<file path="src/rtl/stkptr_pkg.sv">
package stkptr_pkg;
  typedef enum logic [2:0] {
    OP_NONE  = 3'd0,
    OP_PUSH1 = 3'd1,
    OP_POP1  = 3'd2,
    OP_PUSH2 = 3'd3,
    OP_POP2  = 3'd4
  } stk_op_e;

  typedef enum logic [1:0] {
    PH_IDLE    = 2'd0,
    PH_PUSH_HI = 2'd1,
    PH_POP_LO  = 2'd2
  } stk_phase_e;

  localparam int unsigned N_STROBES = 4;
endpackage

</file>
<file path="src/rtl/stkptr_decode.sv">
module stkptr_decode
  import stkptr_pkg::*;
(
  input  logic [N_STROBES-1:0] strobes,
  input  logic                 busy,
  output stk_op_e              op
);
  localparam int unsigned CNT_W = $clog2(N_STROBES + 1);

  logic [CNT_W-1:0] n_set;

  always_comb begin
    n_set = '0;
    for (int i = 0; i < N_STROBES; i++) begin
      n_set = n_set + CNT_W'(strobes[i]);
    end
  end

  // strobe order: 0 push one, 1 pop one, 2 push two, 3 pop two
  always_comb begin
    op = OP_NONE;
    if (!busy && n_set == CNT_W'(1)) begin
      unique case (1'b1)
        strobes[0]: op = OP_PUSH1;
        strobes[1]: op = OP_POP1;
        strobes[2]: op = OP_PUSH2;
        strobes[3]: op = OP_POP2;
        default:    op = OP_NONE;
      endcase
    end
  end
endmodule

</file>
<file path="src/rtl/stkptr_seq.sv">
module stkptr_seq
  import stkptr_pkg::*;
(
  input  logic    clk,
  input  logic    rst,
  input  stk_op_e op,
  output logic    step_dec,
  output logic    step_inc,
  output logic    hi_sel,
  output logic    busy
);
  stk_phase_e phase, phase_nx;

  always_comb begin
    step_dec = 1'b0;
    step_inc = 1'b0;
    hi_sel   = 1'b0;
    phase_nx = PH_IDLE;
    unique case (phase)
      PH_PUSH_HI: begin
        step_dec = 1'b1;
        hi_sel   = 1'b1;
      end
      PH_POP_LO: begin
        step_inc = 1'b1;
      end
      default: begin
        unique case (op)
          OP_PUSH1: step_dec = 1'b1;
          OP_POP1:  step_inc = 1'b1;
          OP_PUSH2: begin
            step_dec = 1'b1;
            phase_nx = PH_PUSH_HI;
          end
          OP_POP2: begin
            step_inc = 1'b1;
            hi_sel   = 1'b1;
            phase_nx = PH_POP_LO;
          end
          default: ;
        endcase
      end
    endcase
  end

  always_ff @(posedge clk) begin
    if (rst) phase <= PH_IDLE;
    else     phase <= phase_nx;
  end

  assign busy = (phase != PH_IDLE);

  // a two-byte push continues with the high byte one cycle later
  assert_push2_second_R5: assert property (@(posedge clk) disable iff (rst)
    (!busy && op == OP_PUSH2) |=> (busy && step_dec && hi_sel));

  // a two-byte pop starts with the high byte and ends with the low byte
  assert_pop2_order_R6: assert property (@(posedge clk) disable iff (rst)
    (!busy && op == OP_POP2 && hi_sel) |=> (busy && step_inc && !hi_sel));

  // the busy window lasts exactly one cycle
  assert_busy_single_R7: assert property (@(posedge clk) disable iff (rst)
    busy |=> !busy);
endmodule

</file>
<file path="src/rtl/stkptr_reg.sv">
module stkptr_reg #(
  parameter int unsigned BYTE_W = 8,
  localparam int unsigned PTR_W = 2 * BYTE_W
) (
  input  logic              clk,
  input  logic              rst,
  input  logic              sw_we,
  input  logic              sw_hi_sel,
  input  logic [BYTE_W-1:0] sw_wdata,
  input  logic              dec,
  input  logic              inc,
  output logic [PTR_W-1:0]  sp
);
  always_ff @(posedge clk) begin
    if (rst) begin
      sp <= '0;
    end else if (dec) begin
      sp <= sp - PTR_W'(1);
    end else if (inc) begin
      sp <= sp + PTR_W'(1);
    end else if (sw_we) begin
      if (sw_hi_sel) sp[PTR_W-1:BYTE_W] <= sw_wdata;
      else           sp[BYTE_W-1:0]     <= sw_wdata;
    end
  end

  // each decrement step lowers the pointer by one, wrapping
  assert_dec_step_R3: assert property (@(posedge clk) disable iff (rst)
    dec |=> (sp == PTR_W'($past(sp) - PTR_W'(1))));

  // each increment step raises the pointer by one, wrapping
  assert_inc_step_R4: assert property (@(posedge clk) disable iff (rst)
    (inc && !dec) |=> (sp == PTR_W'($past(sp) + PTR_W'(1))));

  // a software write never lands together with an adjustment
  assert_sw_dropped_R8: assert property (@(posedge clk) disable iff (rst)
    (sw_we && (dec || inc)) |=> (sp != $past(sp)));

  // with nothing going on the pointer holds
  assert_hold_R2: assert property (@(posedge clk) disable iff (rst)
    (!sw_we && !dec && !inc) |=> $stable(sp));
endmodule

</file>
<file path="src/rtl/stkptr_unit.sv">
module stkptr_unit
  import stkptr_pkg::*;
#(
  parameter int unsigned BYTE_W      = 8,
  parameter int unsigned STACK_FLOOR = 'h60,
  localparam int unsigned PTR_W      = 2 * BYTE_W
) (
  input  logic              clk,
  input  logic              rst,
  input  logic              sw_we,
  input  logic              sw_hi_sel,
  input  logic [BYTE_W-1:0] sw_wdata,
  output logic [BYTE_W-1:0] sw_rdata,
  input  logic              push_byte,
  input  logic              pop_byte,
  input  logic              push_ret,
  input  logic              pop_ret,
  output logic              busy,
  output logic [PTR_W-1:0]  mem_addr,
  output logic              mem_we,
  output logic              mem_re,
  output logic              mem_hi_byte,
  output logic              stk_err
);
  localparam logic [PTR_W-1:0] FLOOR_ADDR = PTR_W'(STACK_FLOOR);

  stk_op_e          op;
  logic             step_dec, step_inc, hi_sel;
  logic [PTR_W-1:0] sp;

  stkptr_decode u_decode (
    .strobes ({pop_ret, push_ret, pop_byte, push_byte}),
    .busy    (busy),
    .op      (op)
  );

  stkptr_seq u_seq (
    .clk      (clk),
    .rst      (rst),
    .op       (op),
    .step_dec (step_dec),
    .step_inc (step_inc),
    .hi_sel   (hi_sel),
    .busy     (busy)
  );

  stkptr_reg #(.BYTE_W(BYTE_W)) u_reg (
    .clk       (clk),
    .rst       (rst),
    .sw_we     (sw_we),
    .sw_hi_sel (sw_hi_sel),
    .sw_wdata  (sw_wdata),
    .dec       (step_dec),
    .inc       (step_inc),
    .sp        (sp)
  );

  assign sw_rdata = sw_hi_sel ? sp[PTR_W-1:BYTE_W] : sp[BYTE_W-1:0];

  always_ff @(posedge clk) begin
    if (rst) begin
      mem_addr    <= '0;
      mem_we      <= 1'b0;
      mem_re      <= 1'b0;
      mem_hi_byte <= 1'b0;
      stk_err     <= 1'b0;
    end else begin
      mem_we      <= step_dec;
      mem_re      <= step_inc;
      mem_hi_byte <= hi_sel;
      stk_err     <= step_dec && (sp < FLOOR_ADDR);
      if (step_dec)      mem_addr <= sp;
      else if (step_inc) mem_addr <= sp + PTR_W'(1);
      else               mem_addr <= '0;
    end
  end

  // an error pulse always comes with a stack write below the floor
  assert_err_on_write_R9: assert property (@(posedge clk) disable iff (rst)
    stk_err |-> (mem_we && mem_addr < FLOOR_ADDR));

  // a write and a read are never issued together
  assert_we_re_excl_R3: assert property (@(posedge clk) disable iff (rst)
    !(mem_we && mem_re));

  // a read address equals the pointer it leaves behind
  assert_pop_addr_R4: assert property (@(posedge clk) disable iff (rst)
    mem_re |-> (mem_addr == sp || busy));
endmodule

</file>
<file path="config.mk">
export PLATFORM = sky130hd
export DESIGN_NAME = stkptr_unit
export DESIGN_NICKNAME = d
export VERILOG_FILES = /design/src/rtl/stkptr_pkg.sv /design/src/rtl/stkptr_decode.sv /design/src/rtl/stkptr_seq.sv /design/src/rtl/stkptr_reg.sv /design/src/rtl/stkptr_unit.sv
export SDC_FILE = /design/constraint.sdc
export NUM_CORES = 1
export LEC_CHECK = 0
export BUFFER_PORTS_ARGS = -buffer_cell sky130_fd_sc_hd__buf_2
export CORE_MARGIN = 5
export CORE_UTILIZATION = 51
export DETAILED_ROUTE_END_ITERATION = 6
export GPL_ROUTABILITY_DRIVEN = 0
export HOLD_SLACK_MARGIN = 0.05
export MAX_ROUTING_LAYER = met4
export PLACE_DENSITY = 0.76
export SLEW_MARGIN = 5
export SYNTH_ARGS = -nofsm -noshare
export SYNTH_HDL_FRONTEND = slang
export SYNTH_SLANG_ARGS = --single-unit
</file>
<file path="constraint.sdc">
create_clock -name clk -period 3.12 [get_ports clk]
set_input_delay 0.312 -clock clk [delete_from_list [all_inputs] [get_ports clk]]
set_output_delay 0.312 -clock clk [all_outputs]
set_load 0.01 [all_outputs]
</file>
==> Word level (Yosys, flattened, before mapping) <==
Index checks and enable logic that the tools add are counted.
{ "word_totals": {"input_bits": 16, "ramBits": 0, "output_inout_bits": 29, "reg_bits": 38, "latchBits": 0, "elab_cells": 50, "rom_bits": 0, "mem_count": 0} }
{ "classes": {"div_mod_pow": 0, "reduce_logical": 11, "n_mux": 17, "shifts": 0, "bitwise": 0, "n_lt_le_gt_ge": 1, "n_mul": 0, "eq_ne": 8, "n_addsub": 5} }
{ "ops": {"columns": ["op", "count"], "rows": [
  ["$mux W16", 5],
  ["$mux W8", 3],
  ["$add A16 B1 Y16 const B", 1],
  ["$lt A16 B7 Y1 const B", 1],
  ["$sub A16 B1 Y16 const B", 1],
  ["$pmux W3 S4", 1],
  ["$add A3 B1 Y3", 2],
  ["$eq A3 B1 Y1 const B", 2],
  ["$eq A3 B2 Y1 const B", 2],
  ["$pmux W1 S2", 3],
  ["$reduce_bool A3 Y1", 2],
  ["$pmux W2 S2", 1],
  ["$reduce_and A2 Y1", 2],
  ["$reduce_or A2 Y1", 2],
  ["$eq A3 B3 Y1 const B", 1],
  ["$mux W1", 3],
  ["$mux W3", 1],
  ["$ne A3 B1 Y1 const B", 1],
  ["$reduce_or A3 Y1", 1],
  ["$add A1 B1 Y2", 1],
  ["$eq A2 B1 Y1 const B", 1],
  ["$eq A2 B2 Y1 const B", 1],
  ["$logic_and A1 B1 Y1", 2],
  ["$reduce_bool A2 Y1", 1],
  ["$logic_not A1 Y1", 1]
]} }

==> Logic depth before layout (Yosys ltp) <==
Gate-level depths: netlist of run 1.
{ "depth": {"ltp_word": 12, "depth_mapped": 14, "depth_no_buf": 12} }

==> By module <==
From an unflattened synthesis of run 1, not the netlist that was laid out.
{ "hier_totals": {"cells_unflattened": 349, "hier_area_um2": 2718.9} }
{ "modules_own_cells": {"columns": ["module", "seq_area_each_um2", "area_each_um2", "instances", "cells_per_inst"], "rows": [
  ["stkptr_reg", 320.3, 1446.4, 1, 206],
  ["stkptr_unit", 400.4, 980.9, 1, 107],
  ["stkptr_seq", 40.0, 173.9, 1, 20],
  ["stkptr_decode", 0.0, 117.6, 1, 16]
]} }

==> Worst setup path after synthesis of run 1 <==
No wires, ideal clock.
{ "synth_path": {"path_kind": "input to register", "start": "input port pop_byte", "end": "register u_reg.sp[9]", "setup_ps": 124, "cell_stages": 13, "arrival_ps": 2834, "path_slack_ps": 162, "n_path_buf": 2, "required_time_ps": 2996, "path_cell_list": "inv_1 -> ha_1 -> inv_1 -> fa_1 -> inv_1 -> ha_1 -> or4b_4 -> or2_4 -> o21a_1 -> buf_6 -> buf_6 -> o41ai_2 -> a21oi_1"} }
{ "synth_via": {"elab_chain_cells": 12} }
{ "synth_rtl": {"columns": ["element", "line", "source"], "rows": [
  ["start, declared", "stkptr_unit.sv:15", "input logic pop_byte,"],
  ["$add A1 B1 Y2", "stkptr_decode.sv:15", "n_set = n_set + CNT_W'(strobes[i]);"],
  ["$add A3 B1 Y3 (2 in a row)", "stkptr_decode.sv:15", null],
  ["$eq A3 B1 Y1", "stkptr_decode.sv:22", "if (!busy && n_set == CNT_W'(1)) begin"],
  ["$logic_and A1 B1 Y1", "stkptr_decode.sv:22", null],
  ["$mux W3 *", "stkptr_decode.sv:22", null],
  ["$eq A3 B1 Y1, or another cell as far along", "stkptr_seq.sv:28", "unique case (op)"],
  ["$reduce_or A2 Y1 (no source line)", null, null],
  ["$mux W1", "stkptr_seq.sv:28", null],
  ["$pmux W1 S2", "stkptr_seq.sv:19", "unique case (phase)"],
  ["$reduce_bool A3 Y1 (no source line) / $mux W16 (equally long branches)", null, null],
  ["$reduce_and A2 Y1 (no source line) / $mux W16 (equally long branches)", null, null],
  ["end signal, assigned", "stkptr_reg.sv:18", "sp <= sp - PTR_W'(1);"],
  ["end signal, assigned", "stkptr_reg.sv:20", "sp <= sp + PTR_W'(1);"],
  ["end signal, assigned by index", "stkptr_reg.sv:22", "if (sw_hi_sel) sp[PTR_W-1:BYTE_W] <= sw_wdata;"],
  ["end, declared", "stkptr_reg.sv:12", "output logic [PTR_W-1:0] sp"]
]} }
Every way passes the cells marked *; elsewhere a longest branch is shown, timed or not.
A chain may end at the register's enable or synchronous reset.

==> Worst setup path in the final report of run 1 <==
{ "layout_path": {"start": "input port pop_byte", "end": "register u_reg.sp[8]"} }
The elaborated chain is that of the path after synthesis.

==> results.yml, run 1 <==
placed_design:
  dp_hpwl_um: 5570
  dp_slack_ns: -0.200
  numPortBuffers: 44
die:
  ios: 45
  die_h_um: 81.6
  fp-row-count: 26
  die_width_um: 81.6
  die_area_um2: 6660
  coreArea_um2: 5040
  start_util: 0.519
setup_path:
  ff2ff_setup_slack_ns: 0.52
  crit_required_ns: 3.34
  reg2reg_depth: 9
  crit_top_cell: "inv_1"
  path_cells: "buf_2, inv_1, ha_1, inv_1, fa_1, inv_1, ha_1, or4b_4, a211oi_2, buf_4, nor2_1, buf_4, nor3_1, a21oi_1, a31oi_1"
  cp_slowest_cell: "or4b_4"
  rr_endpoint: "u_reg.sp[5]"
  cp_max_fo: 10
  crit_path_start_kind: "input pin"
  worstPathArrival_ns: 3.17
  end_kind: "flip-flop"
  criticalPathCategory: "input pin to flip-flop"
  slowest_delay_ns: 0.55
  r2r_start: "u_seq.phase[1]"
logic_synthesis:
  ys_ff_latch: 38
  async_flop_share: 0
  synth-edff-count: 0
  yosysSeqAreaShare: 0.291
  yosysUniqueCellTypes: 61
  synthesis.nets: 366
  synthesis.area_um2: 2620
  syn_inst: 341
  ys_warn_count: 0
  synth_top_flop_cell: "dfxtp_1"
  syn_avg_cell_area_um2: 7.67
global_routing:
  grt_pass1_vias: 2668
  grt_max_degree: 36
  gr-usage-all-layers: 0.247
  antenna_found_initial: 0
  overflow: 0
  grt_pass1_wl_um: 12400
flow_run:
  drv_cap: 0
sta:
  drv_slew: 0
  slew_headroom: 0.381
  fmax_mhz: 339
  tightestPinTransition_ns: 0.921
  timing.hold.ws_ns: 0.235
  hold_viol: 0
  final.setup_skew_ns: 0.00540
  setup_viol: 0
  rsz0062_at_grt: "true"
  final.setup.tns_ns: 0
  layout_min_cycle_time_ns: 2.95
  finalWorstSetupSlack_ns: 0.172
  finalCritPeriodShare: 0.945
finish:
  final_nets: 419
  layout-drive-gt1-share: 0.261
  syn2layout_area_growth_pct: 19.3
  num_antenna_cells: 0
  final_core_util: 0.619
  nFillCells: 454
routing:
  drtIter0Drc: 362
  drc_errors: 0
  ant_nets: 0
  dr.pass1.iters: 4
  drt-total-wl_um: 7580
  routed_via_density: 6.12
  drt-wirelength-per-cell_um: 16.3
  vias: 2847
clock_tree:
  cts.sinks: 38
  post_cts_resized: 0
  hold_buffers: 0
  cts_setup_buffers: 0
  cts_root_buf: "clkbuf_8"
  worstSkewPairLatency_ns: 0.30
  htree_levels: 2
  cts_made_buffers: 5
  clock_path_buffers: 2
  path_clk_slew_ns: 0.08
  cts_tree: "done"
power_and_ir_drop:
  p_per_area_nw_per_um2: 430
  vdd_drop_max_mv: 0.230
  leakagePower_nw: 1.31
hold_path:
  hp-class: "input pin to flip-flop"
  hold-path-cell-count: 2
  worstHoldEndpoint: "u_seq.phase[1]"
  hold_start: "push_ret"
run_status:
  status: "finished clean"
==> metrics by stage <==
step | cells | cell area, um^2 | power, mW
floorplan | 341 | 2620 | 0.856
global placement | 457 | 3010 | 0.967
detailed placement | 457 | 3010 | 0.976
CTS | 465 | 3110 | 1.34
global route | 465 | 3120 | 1.42
finish | 465 | 3120 | 1.34
==> cells in the final DEF (no fill, tap or decap), types with 4 or more instances in the layout <==
master	synthesis	final
clkbuf_8	0	6
nand2_1	24	24
nand3_1	19	19
buf_2	11	44
ha_1	8	8
nand2b_1	5	4
or3_1	6	6
and3_1	5	5
a31oi_1	6	6
xnor2_1	7	7
buf_4	1	27
inv_1	13	13
nor2_1	36	36
a21oi_1	29	29
nor4_1	5	4
dfxtp_1	38	38
nor3_1	12	12
nand3b_1	6	6
xor2_1	5	5
a211oi_1	5	5
mux2_2	6	6
o21ai_0	30	30
==> metal layers <==
metal,up-vias,global-route usage,share of wire
met3,27,0.0384,0.081
met5,-,-,0
met2,135,0.379,0.47
met4,0,0.115,0.035
li1,1347,-,-
met1,1338,0.319,0.42
==> worst max-delay path by stage <==
stage | startpoint | end | slack (ns) | cells past startpoint
floorplan | pop_byte | u_reg.sp[9] | 0.16 | 13
CTS | pop_byte | u_reg.sp[12] | 0.12 | 13
global placement | pop_byte | u_reg.sp[12] | -0.06 | 13
detailed placement | pop_byte | u_reg.sp[12] | -0.20 | 13
global route | pop_byte | u_reg.sp[6] | -0.004 | 14
finish | pop_byte | u_reg.sp[8] | 0.17 | 15
==> cells in the mapped netlist, drive strengths merged (2+ instances only) <==
cell type	count	share of area
nand4b	2	0.0067
or4	2	0.0057
a41oi	3	0.010
a311oi	3	0.010
o21ai	31	0.064
a31oi	6	0.014
nand3	20	0.043
or2	2	0.0057
o21a	2	0.0057
and3	6	0.016
nor3	12	0.023
buf	16	0.038
a21oi	30	0.059
a211oi	6	0.019
dfxtp	38	0.29
clkbuf	11	0.016
nor2	36	0.052
nand4	3	0.0072
or3b	2	0.0067
xor2	5	0.017
inv	13	0.019
mux2	6	0.026
xnor2	7	0.023
nor3b	3	0.0086
nand2	24	0.034
nor2b	2	0.0048
nand3b	6	0.017
nand2b	5	0.012
nor4	6	0.017
o41ai	2	0.0096
ha	8	0.038
or3	6	0.014
==> registers in the layout, indices dropped and copies added (netlist names) <==
name,flops
u_reg.sp,16
stk_err,1
mem_we,1
u_seq.phase,2
mem_hi_byte,1
mem_addr,16
mem_re,1
==> critical path, delay by kind of cell <==
kind	cells	cell delay [ns]
AOI/OAI and AO/OA	3	0.42
adders and majority gates	3	0.85
buffers and inverters	6	0.63
and+or+nand+nor	3	0.97
==> layout make-up <==
type / instances / area, um^2 / share of cell area
Timing Repair Buffer: 73 / 454 / 0.145
Inverter: 13 / 48.8 / 0.0156
Clock inverter: 2 / 12.5 / 0.00401
Clock buffer: 6 / 82.6 / 0.0265
Sequential cell: 38 / 761 / 0.244
Multi-Input combinational cell: 263 / 1680 / 0.537
Tap cell: 70 / 87.6 / 0.0281
==> power by group <==
| group | total (mW) | switching [mW] | internal [mW] |
|---|---|---|---|
| registers | 0.592 | 0.0777 | 0.514 |
| logic | 0.385 | 0.212 | 0.173 |
| clock network | 0.364 | 0.186 | 0.178 |
==> cells by family (layout without fill, tap and decap cells) <==
kind of cell               Yosys count  count (layout)  synth area share
xor gates and xnor gates            12              12            0.0402
and+or+nand+nor                    139             139             0.283
muxes                                7               7            0.0296
buffers and inverters               40              94            0.0727
adders and majority gates            9               9            0.0459
AOI/OAI and AO/OA                   96              96             0.238
DFF                                 38              38             0.291
Note: power is estimated with default switching activity, not from simulation.
==> inputs of run 2 (changes only) <==
--- a/config.mk
+++ b/config.mk
@@ -7,12 +7,12 @@
 export LEC_CHECK = 0
 export BUFFER_PORTS_ARGS = -buffer_cell sky130_fd_sc_hd__buf_2
 export CORE_MARGIN = 5
-export CORE_UTILIZATION = 51
+export CORE_UTILIZATION = 61
 export DETAILED_ROUTE_END_ITERATION = 6
 export GPL_ROUTABILITY_DRIVEN = 0
 export HOLD_SLACK_MARGIN = 0.05
 export MAX_ROUTING_LAYER = met4
-export PLACE_DENSITY = 0.76
+export PLACE_DENSITY = 0.86
 export SLEW_MARGIN = 5
 export SYNTH_ARGS = -nofsm -noshare
 export SYNTH_HDL_FRONTEND = slang
==> constraint.sdc (replaced) <==
create_clock -name clk -period 3.6 [get_ports clk]
set_input_delay 0.36 -clock clk [delete_from_list [all_inputs] [get_ports clk]]
set_output_delay 0.36 -clock clk [all_outputs]
set_load 0.01 [all_outputs]
==> run 2 against run 1 <==
  * Sequential share of layout area up 1.7 points
  * Die area fell by 14%
  * Clock skew down 0.00051 ns
==> results.yml, run 2 (synthesized netlist as in run 1, its figures left out) <==
hold_path:
  worstHoldEndpoint: "u_seq.phase[1]"
  hp-class: "input pin to flip-flop"
  hold_start: "push_ret"
  hold-path-cell-count: 2
power_and_ir_drop:
  p_per_area_nw_per_um2: 384
  power_switching_mw: 0.397
  internal_power_mw: 0.727
  p_clk_frac: 0.260
  leakagePower_nw: 1.21
  seqPwrFrac: 0.457
  pwr-share-comb: 0.283
  switching_share: 0.353
  vdd_drop_max_mv: 0.259
sta:
  final.setup.tns_ns: 0
  final.setup_skew_ns: 0.00488
  slew_headroom: 0.191
  setup_viol: 0
  fmax_mhz: 309
  hold_viol: 0
  timing.hold.ws_ns: 0.279
  rsz0062_at_grt: "false"
  drv_slew: 0
  finalCritPeriodShare: 0.899
  layout_min_cycle_time_ns: 3.23
  tightestPinTransition_ns: 1.21
routing:
  routed_via_density: 6.54
  vias: 2780
  drt-wirelength-per-cell_um: 17.5
  drt-total-wl_um: 7430
  dr.pass1.iters: 5
  drc_errors: 0
  ant_nets: 0
  drtIter0Drc: 411
global_routing:
  gr-usage-all-layers: 0.288
  antenna_found_initial: 0
  overflow: 0
  grt_max_degree: 36
  grt_pass1_vias: 2537
  grt_pass1_wl_um: 12200
finish:
  final_nets: 401
  layout_common_cells: "buf_2, dfxtp_1, nor2_1"
  nFillCells: 328
  top_regs: "mem_addr (16), u_reg.sp (16), u_seq.phase (2)"
  final_common_cell: "buf_2"
  layout-drive-gt1-share: 0.213
  ff_latch_area_um2: 761
  num_antenna_cells: 0
  multiInputGateArea_um2: 1670
  syn2layout_area_growth_pct: 11.7
die:
  die_area_um2: 5700
  die_h_um: 75.5
  fp-row-count: 23
  ios: 45
  die_width_um: 75.5
  start_util: 0.640
  coreArea_um2: 4090
setup_path:
  criticalPathCategory: "input pin to flip-flop"
  reg2reg_depth: 9
  worstPathArrival_ns: 3.43
  cp_max_fo: 15
  crit_required_ns: 3.79
  ff2ff_setup_slack_ns: 0.85
  end_kind: "flip-flop"
  crit_path_start_kind: "input pin"
  rr_endpoint: "u_reg.sp[9]"
  r2r_start: "u_seq.phase[0]"
clock_tree:
  htree_levels: 2
  cts_tree: "done"
  worstSkewPairLatency_ns: 0.29
  cts_root_buf: "clkbuf_8"
  clock_path_buffers: 2
  cts_setup_buffers: 0
  path_clk_slew_ns: 0.07
  hold_buffers: 0
  cts_made_buffers: 5
  post_cts_resized: 0
  cts.sinks: 38
run_status:
  status: "finished clean"
placed_design:
  numPortBuffers: 44
  dp_hpwl_um: 5260
flow_run:
  drv_cap: 0
## run 2: cell types whose count changed in the layout (fill, tap and decap cells not counted), sizes merged
cell / previous run / this run
buf: 73 / 55
clkinv: 1 / 0
clkinvlp: 1 / 0
## run 2: area by class of cell
| type | count | area share |
|---|---|---|
| multi-input combinational | 263 | 0.570 |
| sequential | 38 | 0.260 |
| timing repair buffer | 55 | 0.104 |
| clock buffer | 6 | 0.0283 |
| tap | 50 | 0.0214 |
| inverter | 13 | 0.0167 |
## run 2: power by group through the flow
| stage | sequential [mW] | clock (mW) | combinational, mW |
|---|---|---|---|
| 2_1_floorplan | 0.472 | 0 | 0.270 |
| 3_3_place_gp | 0.518 | 0 | 0.299 |
| 3_5_place_dp | 0.518 | 0 | 0.307 |
| 4_1_cts | 0.509 | 0.299 | 0.312 |
| 5_1_grt | 0.518 | 0.321 | 0.346 |
| 6_report | 0.513 | 0.292 | 0.318 |
## run 2: critical path, cell delays in order
cell and delay (ns):
buf_2 0.13, inv_1 0.06, ha_1 0.28, inv_1 0.05
fa_1 0.35, inv_1 0.06, ha_1 0.21, or4b_4 0.54
or2_4 0.26, o21a_1 0.39, buf_4 0.26, nand3_4 0.08
a21oi_2 0.07, a2111oi_2 0.32
## run 2: per-layer routing
| metal | track usage | routed length, um | vias up | part of all wire |
|---|---|---|---|---|
| met5 | - | 0 | - | 0 |
| met4 | 0.140 | 221 | 0 | 0.030 |
| met3 | 0.0554 | 764 | 26 | 0.10 |
| met2 | 0.420 | 3410 | 178 | 0.46 |
| met1 | 0.380 | 3030 | 1270 | 0.41 |
| li1 | - | - | 1306 | - |
## run 2: worst max-delay path by stage
stage,start,to,slack (ns),cells past startpoint
2_1_floorplan,pop_byte,u_reg.sp[9],0.59,13
3_3_place_gp,push_byte,u_reg.sp[12],0.19,14
3_5_place_dp,push_byte,u_reg.sp[12],0.08,14
4_1_cts,push_byte,u_reg.sp[12],0.40,14
5_1_grt,push_byte,u_reg.sp[9],0.24,13
6_report,push_byte,u_reg.sp[12],0.37,14
## run 2: stage by stage
| step | worst slack, ns | total power [mW] | cells | cell area [um^2] | util |
|---|---|---|---|---|---|
| 5_1_grt | 0.240 | 1.18 | 425 | 2920 | 0.715 |
| 3_5_place_dp | 0.0782 | 0.826 | 419 | 2840 | 0.695 |
| 3_3_place_gp | 0.194 | 0.817 | 419 | 2840 | 0.695 |
| 6_report | 0.365 | 1.12 | 425 | 2920 | 0.715 |
| 4_1_cts | 0.395 | 1.12 | 425 | 2920 | 0.715 |
| 2_1_floorplan | 0.594 | 0.742 | 341 | 2620 | - |
